[src/rtl/sdram_guard_pkg.sv]
package sdram_guard_pkg;

    localparam logic [2:0] CMD_NOP = 3'd0;
    localparam logic [2:0] CMD_ACT = 3'd1;
    localparam logic [2:0] CMD_RD  = 3'd2;
    localparam logic [2:0] CMD_WR  = 3'd3;
    localparam logic [2:0] CMD_PRE = 3'd4;

    typedef enum logic [1:0] {
        BK_IDLE    = 2'd0,
        BK_OPENING = 2'd1,
        BK_READY   = 2'd2
    } bank_state_e;

    // ceiling division of a limit by the clock period, never below one cycle
    function automatic int cyc_from_ps(input int limit_ps, input int period_ps);
        int r;
        r = (limit_ps + period_ps - 1) / period_ps;
        if (r < 1) begin
            r = 1;
        end
        return r;
    endfunction

endpackage

[src/rtl/sdram_bank_fsm.sv]
module sdram_bank_fsm
    import sdram_guard_pkg::*;
#(
    parameter int ROW_W    = 13,
    parameter int TRC_CYC  = 9,
    parameter int TRCD_CYC = 3,
    parameter int CNT_W    = 4
) (
    input  logic             clk,
    input  logic             rst,
    input  logic             act_fire,
    input  logic             pre_fire,
    input  logic [ROW_W-1:0] row_in,
    output logic             is_open,
    output logic             act_ok,
    output logic             col_ok,
    output logic [ROW_W-1:0] row_q
);

    localparam logic [CNT_W-1:0] TRC_LOAD  = CNT_W'(TRC_CYC - 1);
    localparam logic [CNT_W-1:0] TRCD_LOAD = CNT_W'(TRCD_CYC - 1);

    bank_state_e      state_q;
    bank_state_e      state_d;
    logic [CNT_W-1:0] trc_q;
    logic [CNT_W-1:0] trcd_q;

    // state register
    always_ff @(posedge clk) begin
        if (rst) begin
            state_q <= BK_IDLE;
        end else begin
            state_q <= state_d;
        end
    end

    // next-state logic
    always_comb begin
        state_d = state_q;
        unique case (state_q)
            BK_IDLE: begin
                if (act_fire) begin
                    state_d = BK_OPENING;
                end
            end
            BK_OPENING: begin
                if (pre_fire) begin
                    state_d = BK_IDLE;
                end else if (trcd_q == '0) begin
                    state_d = BK_READY;
                end
            end
            BK_READY: begin
                if (pre_fire) begin
                    state_d = BK_IDLE;
                end
            end
            default: state_d = BK_IDLE;
        endcase
    end

    // timers: loaded with count-1 so that the limit expires exactly N cycles on
    always_ff @(posedge clk) begin
        if (rst) begin
            trc_q  <= '0;
            trcd_q <= '0;
        end else begin
            if (act_fire) begin
                trc_q <= TRC_LOAD;
            end else if (trc_q != '0) begin
                trc_q <= trc_q - 1'b1;
            end
            if (act_fire) begin
                trcd_q <= TRCD_LOAD;
            end else if (trcd_q != '0) begin
                trcd_q <= trcd_q - 1'b1;
            end
        end
    end

    // row register
    always_ff @(posedge clk) begin
        if (rst) begin
            row_q <= '0;
        end else if (act_fire) begin
            row_q <= row_in;
        end else if (pre_fire) begin
            row_q <= '0;
        end
    end

    // outputs
    always_comb begin
        is_open = 1'b0;
        act_ok  = 1'b0;
        col_ok  = 1'b0;
        unique case (state_q)
            BK_IDLE: begin
                act_ok = (trc_q == '0);
            end
            BK_OPENING: begin
                is_open = 1'b1;
                col_ok  = (trcd_q == '0);
            end
            BK_READY: begin
                is_open = 1'b1;
                col_ok  = 1'b1;
            end
            default: ;
        endcase
    end

endmodule

[src/rtl/sdram_rrd_timer.sv]
module sdram_rrd_timer #(
    parameter int TRRD_CYC = 2,
    parameter int CNT_W    = 4
) (
    input  logic clk,
    input  logic rst,
    input  logic act_fire,
    output logic ready
);

    localparam logic [CNT_W-1:0] TRRD_LOAD = CNT_W'(TRRD_CYC - 1);

    logic [CNT_W-1:0] cnt_q;

    always_ff @(posedge clk) begin
        if (rst) begin
            cnt_q <= '0;
        end else if (act_fire) begin
            cnt_q <= TRRD_LOAD;
        end else if (cnt_q != '0) begin
            cnt_q <= cnt_q - 1'b1;
        end
    end

    assign ready = (cnt_q == '0);

endmodule

[src/rtl/sdram_act_guard.sv]
module sdram_act_guard
    import sdram_guard_pkg::*;
#(
    parameter int BANK_W        = 2,
    parameter int ROW_W         = 13,
    parameter int CLK_PERIOD_PS = 8000,
    parameter int T_RC_PS       = 67000,
    parameter int T_RCD_PS      = 19000,
    parameter int T_RRD_PS      = 15000
) (
    input  logic                          clk,
    input  logic                          rst,
    input  logic [2:0]                    req_cmd,
    input  logic [BANK_W-1:0]             req_bank,
    input  logic [ROW_W-1:0]              req_row,
    output logic                          grant,
    output logic                          stall,
    output logic [(1<<BANK_W)-1:0]        bank_open,
    output logic [(1<<BANK_W)*ROW_W-1:0]  open_row
);

    localparam int NUM_BANKS = 1 << BANK_W;
    localparam int TRC_CYC   = cyc_from_ps(T_RC_PS, CLK_PERIOD_PS);
    localparam int TRCD_CYC  = cyc_from_ps(T_RCD_PS, CLK_PERIOD_PS);
    localparam int TRRD_CYC  = cyc_from_ps(T_RRD_PS, CLK_PERIOD_PS);
    localparam int MAX_CYC   = (TRC_CYC > TRCD_CYC) ?
                               ((TRC_CYC > TRRD_CYC) ? TRC_CYC : TRRD_CYC) :
                               ((TRCD_CYC > TRRD_CYC) ? TRCD_CYC : TRRD_CYC);
    localparam int CNT_W     = $clog2(MAX_CYC + 1);

    logic [NUM_BANKS-1:0] act_ok;
    logic [NUM_BANKS-1:0] col_ok;
    logic [NUM_BANKS-1:0] act_fire;
    logic [NUM_BANKS-1:0] pre_fire;
    logic                 rrd_ok;
    logic                 any_act;
    logic                 legal;

    // command decision
    always_comb begin
        grant = 1'b0;
        stall = 1'b0;
        legal = 1'b0;
        case (req_cmd)
            CMD_ACT: begin
                legal = act_ok[req_bank] && rrd_ok;
                grant = legal;
                stall = !legal;
            end
            CMD_RD, CMD_WR: begin
                legal = col_ok[req_bank];
                grant = legal;
                stall = !legal;
            end
            CMD_PRE: begin
                legal = 1'b1;
                grant = 1'b1;
            end
            default: ;
        endcase
    end

    always_comb begin
        act_fire = '0;
        pre_fire = '0;
        if (grant && (req_cmd == CMD_ACT)) begin
            act_fire[req_bank] = 1'b1;
        end
        if (grant && (req_cmd == CMD_PRE)) begin
            pre_fire[req_bank] = 1'b1;
        end
    end

    assign any_act = |act_fire;

    sdram_rrd_timer #(
        .TRRD_CYC (TRRD_CYC),
        .CNT_W    (CNT_W)
    ) u_rrd (
        .clk      (clk),
        .rst      (rst),
        .act_fire (any_act),
        .ready    (rrd_ok)
    );

    for (genvar b = 0; b < NUM_BANKS; b++) begin : g_bank
        sdram_bank_fsm #(
            .ROW_W    (ROW_W),
            .TRC_CYC  (TRC_CYC),
            .TRCD_CYC (TRCD_CYC),
            .CNT_W    (CNT_W)
        ) u_fsm (
            .clk      (clk),
            .rst      (rst),
            .act_fire (act_fire[b]),
            .pre_fire (pre_fire[b]),
            .row_in   (req_row),
            .is_open  (bank_open[b]),
            .act_ok   (act_ok[b]),
            .col_ok   (col_ok[b]),
            .row_q    (open_row[b*ROW_W +: ROW_W])
        );
    end

endmodule

[config.mk]
export PLATFORM = sky130hd
export DESIGN_NAME = sdram_act_guard
export DESIGN_NICKNAME = d
export VERILOG_FILES = /design/src/rtl/sdram_guard_pkg.sv /design/src/rtl/sdram_bank_fsm.sv /design/src/rtl/sdram_rrd_timer.sv /design/src/rtl/sdram_act_guard.sv
export SDC_FILE = /design/constraint.sdc
export NUM_CORES = 1
export LEC_CHECK = 0
export BUFFER_PORTS_ARGS = -buffer_cell sky130_fd_sc_hd__buf_4
export CORE_MARGIN = 1.5
export CORE_UTILIZATION = 50
export CTS_BUF_LIST = sky130_fd_sc_hd__clkbuf_4 sky130_fd_sc_hd__clkbuf_8 sky130_fd_sc_hd__clkbuf_16
export DETAILED_ROUTE_END_ITERATION = 8
export PLACE_DENSITY = 0.75
export SLEW_MARGIN = 10
export SYNTH_ARGS = -nofsm -noshare
export SYNTH_HDL_FRONTEND = slang
export SYNTH_SLANG_ARGS = --single-unit
[constraint.sdc]
create_clock -name clk -period 1.9 [get_ports clk]
set_clock_uncertainty 0.05 [all_clocks]
set_input_delay 0.38 -clock clk [delete_from_list [all_inputs] [get_ports clk]]
set_output_delay 0.38 -clock clk [all_outputs]
set_load 0.005 [all_outputs]
After elaboration in Yosys (flattened, before gate mapping)
Index checks and enable logic that the tools add are counted.
- flip-flop bits (word level): 96
- bits of input ports: 20
- output and inout bits: 58
- word-level logic and storage cells: 185
- add/subtract/negate cells: 9
- magnitude comparators: 2
- equal/unequal tests: 24
- muxes and demuxes: 68
- reductions and logical operators: 56
- operators by type and width (cell ; number):
    13-bit two-way mux ; 8
    2-bit two-way mux ; 24
    4-bit two-way mux ; 10
    4-bit zero test ; 9
    4-bit nonzero test ; 9
    4-bit by 1-bit subtractor with 4-bit output, second input constant ; 9
    2-bit nonzero test ; 13
    2-bit case mux with 3 select lines ; 4
    2-bit OR reduction ; 9
    2-bit != test, second input constant ; 8
    1-bit two-way mux ; 13
    3-bit by 2-bit != test with 1-bit output, second input constant ; 4
    3-bit AND reduction ; 4
    1-bit case mux with 2 select lines ; 5
    2-bit by 1-bit equality test with 1-bit output, second input constant ; 4
    2-bit equality test, second input constant ; 4
    2-bit zero test ; 4
    3-bit by 2-bit equality test with 1-bit output, second input constant ; 2
    5-bit OR reduction ; 1
    1-bit binary-select mux with 2-bit select ; 2
    1-bit logical AND ; 4
    4-bit OR reduction ; 1
    3-bit by 1-bit equality test with 1-bit output, second input constant ; 1
    3-bit equality test, second input constant ; 1
    5 further kinds ; 6

Longest topological paths before layout
- depth after elaboration: 10
- mapped depth: 9
- gate-level depth less buffers: 7

By module
A second synthesis with hierarchy kept.
- cells, all modules: 520
- area, all modules: 4682.0 um^2
- by module, submodules not included (module ; instances ; cells an instance ; area an instance (um^2) ; sequential area each (um^2)):
    sdram_bank_fsm ; 4 ; 117 ; 1062.3 ; 460.4
    sdram_act_guard ; 1 ; 32 ; 230.2 ; 0.0
    sdram_rrd_timer ; 1 ; 20 ; 202.7 ; 80.1

Worst setup path before layout
OpenSTA, ideal clock, no wires.
- path type: register -> output
- start: register g_bank[1].u_fsm.trc_q[0]
- end: output grant
- arrival time: 1.574 ns
- data required time: 1.470 ns
- setup slack: -0.104 ns
- stages on the path, launching flop included: 7
- path buffers: 0
- cell sequence: dfxtp_1 > inv_1 > ha_1 > nor3b_4 > a21oi_4 > nor4_2 > a311o_1
- word-level cells in the longest chain between the ends: 6
- ends and longest elaborated chain (what ; RTL line ; RTL):
    start: declaration ; sdram_bank_fsm.sv:25 ; logic [CNT_W-1:0] trc_q;
    start signal: assignment ; sdram_bank_fsm.sv:71 ; trc_q <= trc_q - 1'b1;
    4-bit zero test ; sdram_bank_fsm.sv:99 ; act_ok = (trc_q == '0);
    1-bit two-way mux ; sdram_bank_fsm.sv:97 ; unique case (state_q)
    1-bit binary-select mux with 2-bit select ; sdram_act_guard.sv:46 ; legal = act_ok[req_bank] && rrd_ok;
    1-bit two-way mux (not written as such) ; sdram_act_guard.sv:46 ;
    1-bit logical AND ; sdram_act_guard.sv:46 ;
    1-bit case mux with 3 select lines ; sdram_act_guard.sv:44 ; case (req_cmd)
    end: declaration ; sdram_act_guard.sv:16 ; output logic grant,
Every way passes these cells. The select of a mux whose other input is x is not followed.

Final worst setup path
- start: register g_bank[3].u_fsm.trcd_q[2]
- end: output grant
- word-level cells in the longest chain between the ends: 5
- ends and longest elaborated chain (what ; RTL line ; RTL):
    start: declaration ; sdram_bank_fsm.sv:26 ; logic [CNT_W-1:0] trcd_q;
    start signal: assignment ; sdram_bank_fsm.sv:76 ; trcd_q <= trcd_q - 1'b1;
    4-bit zero test ; sdram_bank_fsm.sv:103 ; col_ok = (trcd_q == '0);
    1-bit case mux with 2 select lines ; sdram_bank_fsm.sv:97 ;
    1-bit binary-select mux with 2-bit select ; sdram_act_guard.sv:51 ; legal = col_ok[req_bank];
    1-bit two-way mux (not written as such) ; sdram_act_guard.sv:51 ;
    1-bit case mux with 3 select lines ; sdram_act_guard.sv:44 ;
Every way passes these cells. The select of a mux whose other input is x is not followed.

==> metrics.cfg <==
[timing]
period_share_pct=127
rsz0062_at_grt=yes
clock.fmax_mhz=413
fin_ws_ns=-0.520
hold_violations=0
post-route-min-period_ns=2.42
maxSlewHeadroom_pct=72.8
finalSetupViolations=27
slew_violations=0
worst_pin_slew_ns=0.404

[critical_path]
path_class=reg -> out
r2r_end=g_bank[2].u_fsm.row_q[4]
cp.required_ns=1.47
slowest_stage=or4_4
rrSetupSlack_ns=-0.24
startpoint_type=flop
crit_chain=or4_4 -> o211ai_1 -> nand3_1 -> o221ai_2 -> a311o_1 -> buf_4
reg2reg_from=g_bank[2].u_fsm.state_q[0]
path_delay_family=simple AND/OR/NAND/NOR gates
max_stage_delay_ns=0.53
critical_path.max_fanout=2
cp_num_buf_inv=1
reg2reg_depth=10
cp.arrival_ns=1.99
cp-end-kind=output port

[pwr]
cellLeakagePower_nw=2.65
power.density_nw_per_um2=1010
peakVddDrop_mv=0.939
design_power_total_mw=6.53

[placement]
dp_hpwl_mm=8.33
place_ws_ns=-0.222
routabilityCongestion=0.817
place_inst=733
portBuffers=77

[grt]
grt_antenna_before_repair=0
grt.total_usage_pct=24.7
grt.overflow.total=0
grt_max_degree=32
grt_pass1_vias=4167
grt_first_pass_wirelength_mm=19.0

[cts]
cts_sinks=96
cts_buffers=9
root_buffer=clkbuf_8
clk_pin_slew_worst_paths_ns=0.12
ctsLongestPathBuffers=2
cts_tree=yes
htree_levels=3
clk_latency_ns=0.37

[layout]
area_delta_synth_final_pct=47.2
n_antenna_cell=0
post_layout_nonfiller_instances=763
nNetsFinal=692
utilization_pct=75.0
drive_above_1_share_pct=46.9
fill_cells=550

[drt]
via_count=4311
drt_iter0_drc=189
postRouteAntennaNets=0
drc=0
wirelength_mm=12.6
viasPerCell=5.65
wl_per_cell_um=16.5
drt_first_pass_iters=4

[die]
die_h_um=96.8
rows=34
dieWidth_um=96.8
initial_core_util_pct=50.9
die-area_um2=9370
core_um2=8640
ios=78

[logic_synthesis]
ys.flop_type=dfxtp_1
syn_area_per_cell_um2=9.22
yosys_warnings=0
synth_area_leaders=dfxtp_1, ha_1, a21oi_1
netlist_area_um2=4400
synth.largest_area_cell=dfxtp_1
synth-edff-count=0
synth_common_cells=dfxtp_1, a21oi_1, nand2_1
syn_nets=519
syn-instance-count=477
synth_seq_cells=96
ys_seq_area_share_pct=43.7
yosysMostFrequentCell=dfxtp_1
synthDominantCellAreaShare_pct=43.7
synth.distinct_cells=59
async_flop_share_pct=0

[status]
run_status=finished, violations left
failed_checks=setup timing

[hold_path]
min_path_cells=2
hold_start=req_row[8]
hold_class=in -> reg
min_to=g_bank[2].u_fsm.row_q[8]

[run]
cap_viol_max_count=0

[state kept, by name, summed over array words and instances (netlist names)]
signal	cells
g_bank.u_fsm.row_q	52
g_bank.u_fsm.trcd_q	16
g_bank.u_fsm.trc_q	16
u_rrd.cnt_q	4
g_bank.u_fsm.state_q	8
[metal layers]
layer  global-route usage, %  vias to the layer above  wire, µm
met1                    30.6                     2077      5200
met3                    4.05                       30       593
met4                    9.59                        0       311
met2                    42.8                      133      6480
li1                        -                     2071         -
met5                       0                        -         0
[power breakdown]
part	total [mW]	internal (mW)	switching (mW)
logic	2.78	1.50	1.28
registers	2.43	2.25	0.183
clock network	1.32	0.516	0.806
total	6.53	4.26	2.27
[final cells by class]
| type | instances | area [µm²] | share of cell area (%) |
|---|---|---|---|
| clock buffers | 9 | 124 | 1.91 |
| inverters | 25 | 93.8 | 1.45 |
| multi-input cells | 332 | 2540 | 39.2 |
| repair buffers | 186 | 1570 | 24.3 |
| clock inverters | 7 | 73.8 | 1.14 |
| flip-flops and latches | 96 | 1940 | 30.0 |
| well taps | 108 | 135 | 2.09 |
[worst max-delay path by stage]
stage	from	end	slack (ns)	depth (start not counted)
2_1_floorplan	g_bank[0].u_fsm.trc_q[0]	grant	-0.02	6
3_3_place_gp	g_bank[1].u_fsm.state_q[0]	grant	-0.20	8
3_5_place_dp	g_bank[1].u_fsm.state_q[0]	grant	-0.22	8
4_1_cts	g_bank[3].u_fsm.trcd_q[1]	grant	-0.53	6
5_1_grt	g_bank[3].u_fsm.trcd_q[1]	grant	-0.62	6
6_report	g_bank[3].u_fsm.trcd_q[2]	grant	-0.52	6
[logic make-up (layout without fill, tap and decap cells)]
group | Yosys count | after routing | synth area share [%]
compound gates | 122 | 122 | 19.1
flops | 96 | 96 | 43.7
fa+ha+maj | 22 | 22 | 6.26
mux | 5 | 5 | 1.19
xor+xnor | 6 | 6 | 1.19
buf+inv | 49 | 227 | 5.75
simple gates | 177 | 177 | 22.8
[placed cells by master, fill, tap and decap left out, types with 9 or more instances in the layout]
cell,Yosys,layout
a21oi_1,45,26
dfxtp_2,0,14
nand3_1,23,10
o21ai_0,12,12
inv_2,0,14
nand2_1,37,32
nor2_1,28,27
ha_1,22,14
buf_4,5,169
inv_1,25,11
a22o_1,24,24
dfxtp_1,96,82
clkbuf_8,0,9
a21oi_2,4,21
nand3_2,0,12
nor3_1,32,32
[per-stage QoR]
| step | hold WS [ns] | cell area (µm²) | TNS [ns] |
|---|---|---|---|
| global route | 0.189 | 6470 | -8.31 |
| floorplan | 0.393 | 4430 | -0.0152 |
| detailed placement | 0.411 | 5770 | -3.08 |
| finish | 0.190 | 6470 | -5.69 |
| CTS | 0.178 | 6130 | -4.97 |
| global placement | 0.402 | 5770 | -1.63 |
[timing repair]
item / in CTS / in global routing
pin swaps: 14 / 22
buffers inserted: 3 / 7
endpoints found under the setup margin: 53 / 61
gates resized for setup: 36 / 57
gates cloned: 1 / 3
hold buffers: 0 / 0
Note: power is estimated with default switching activity, not from simulation.
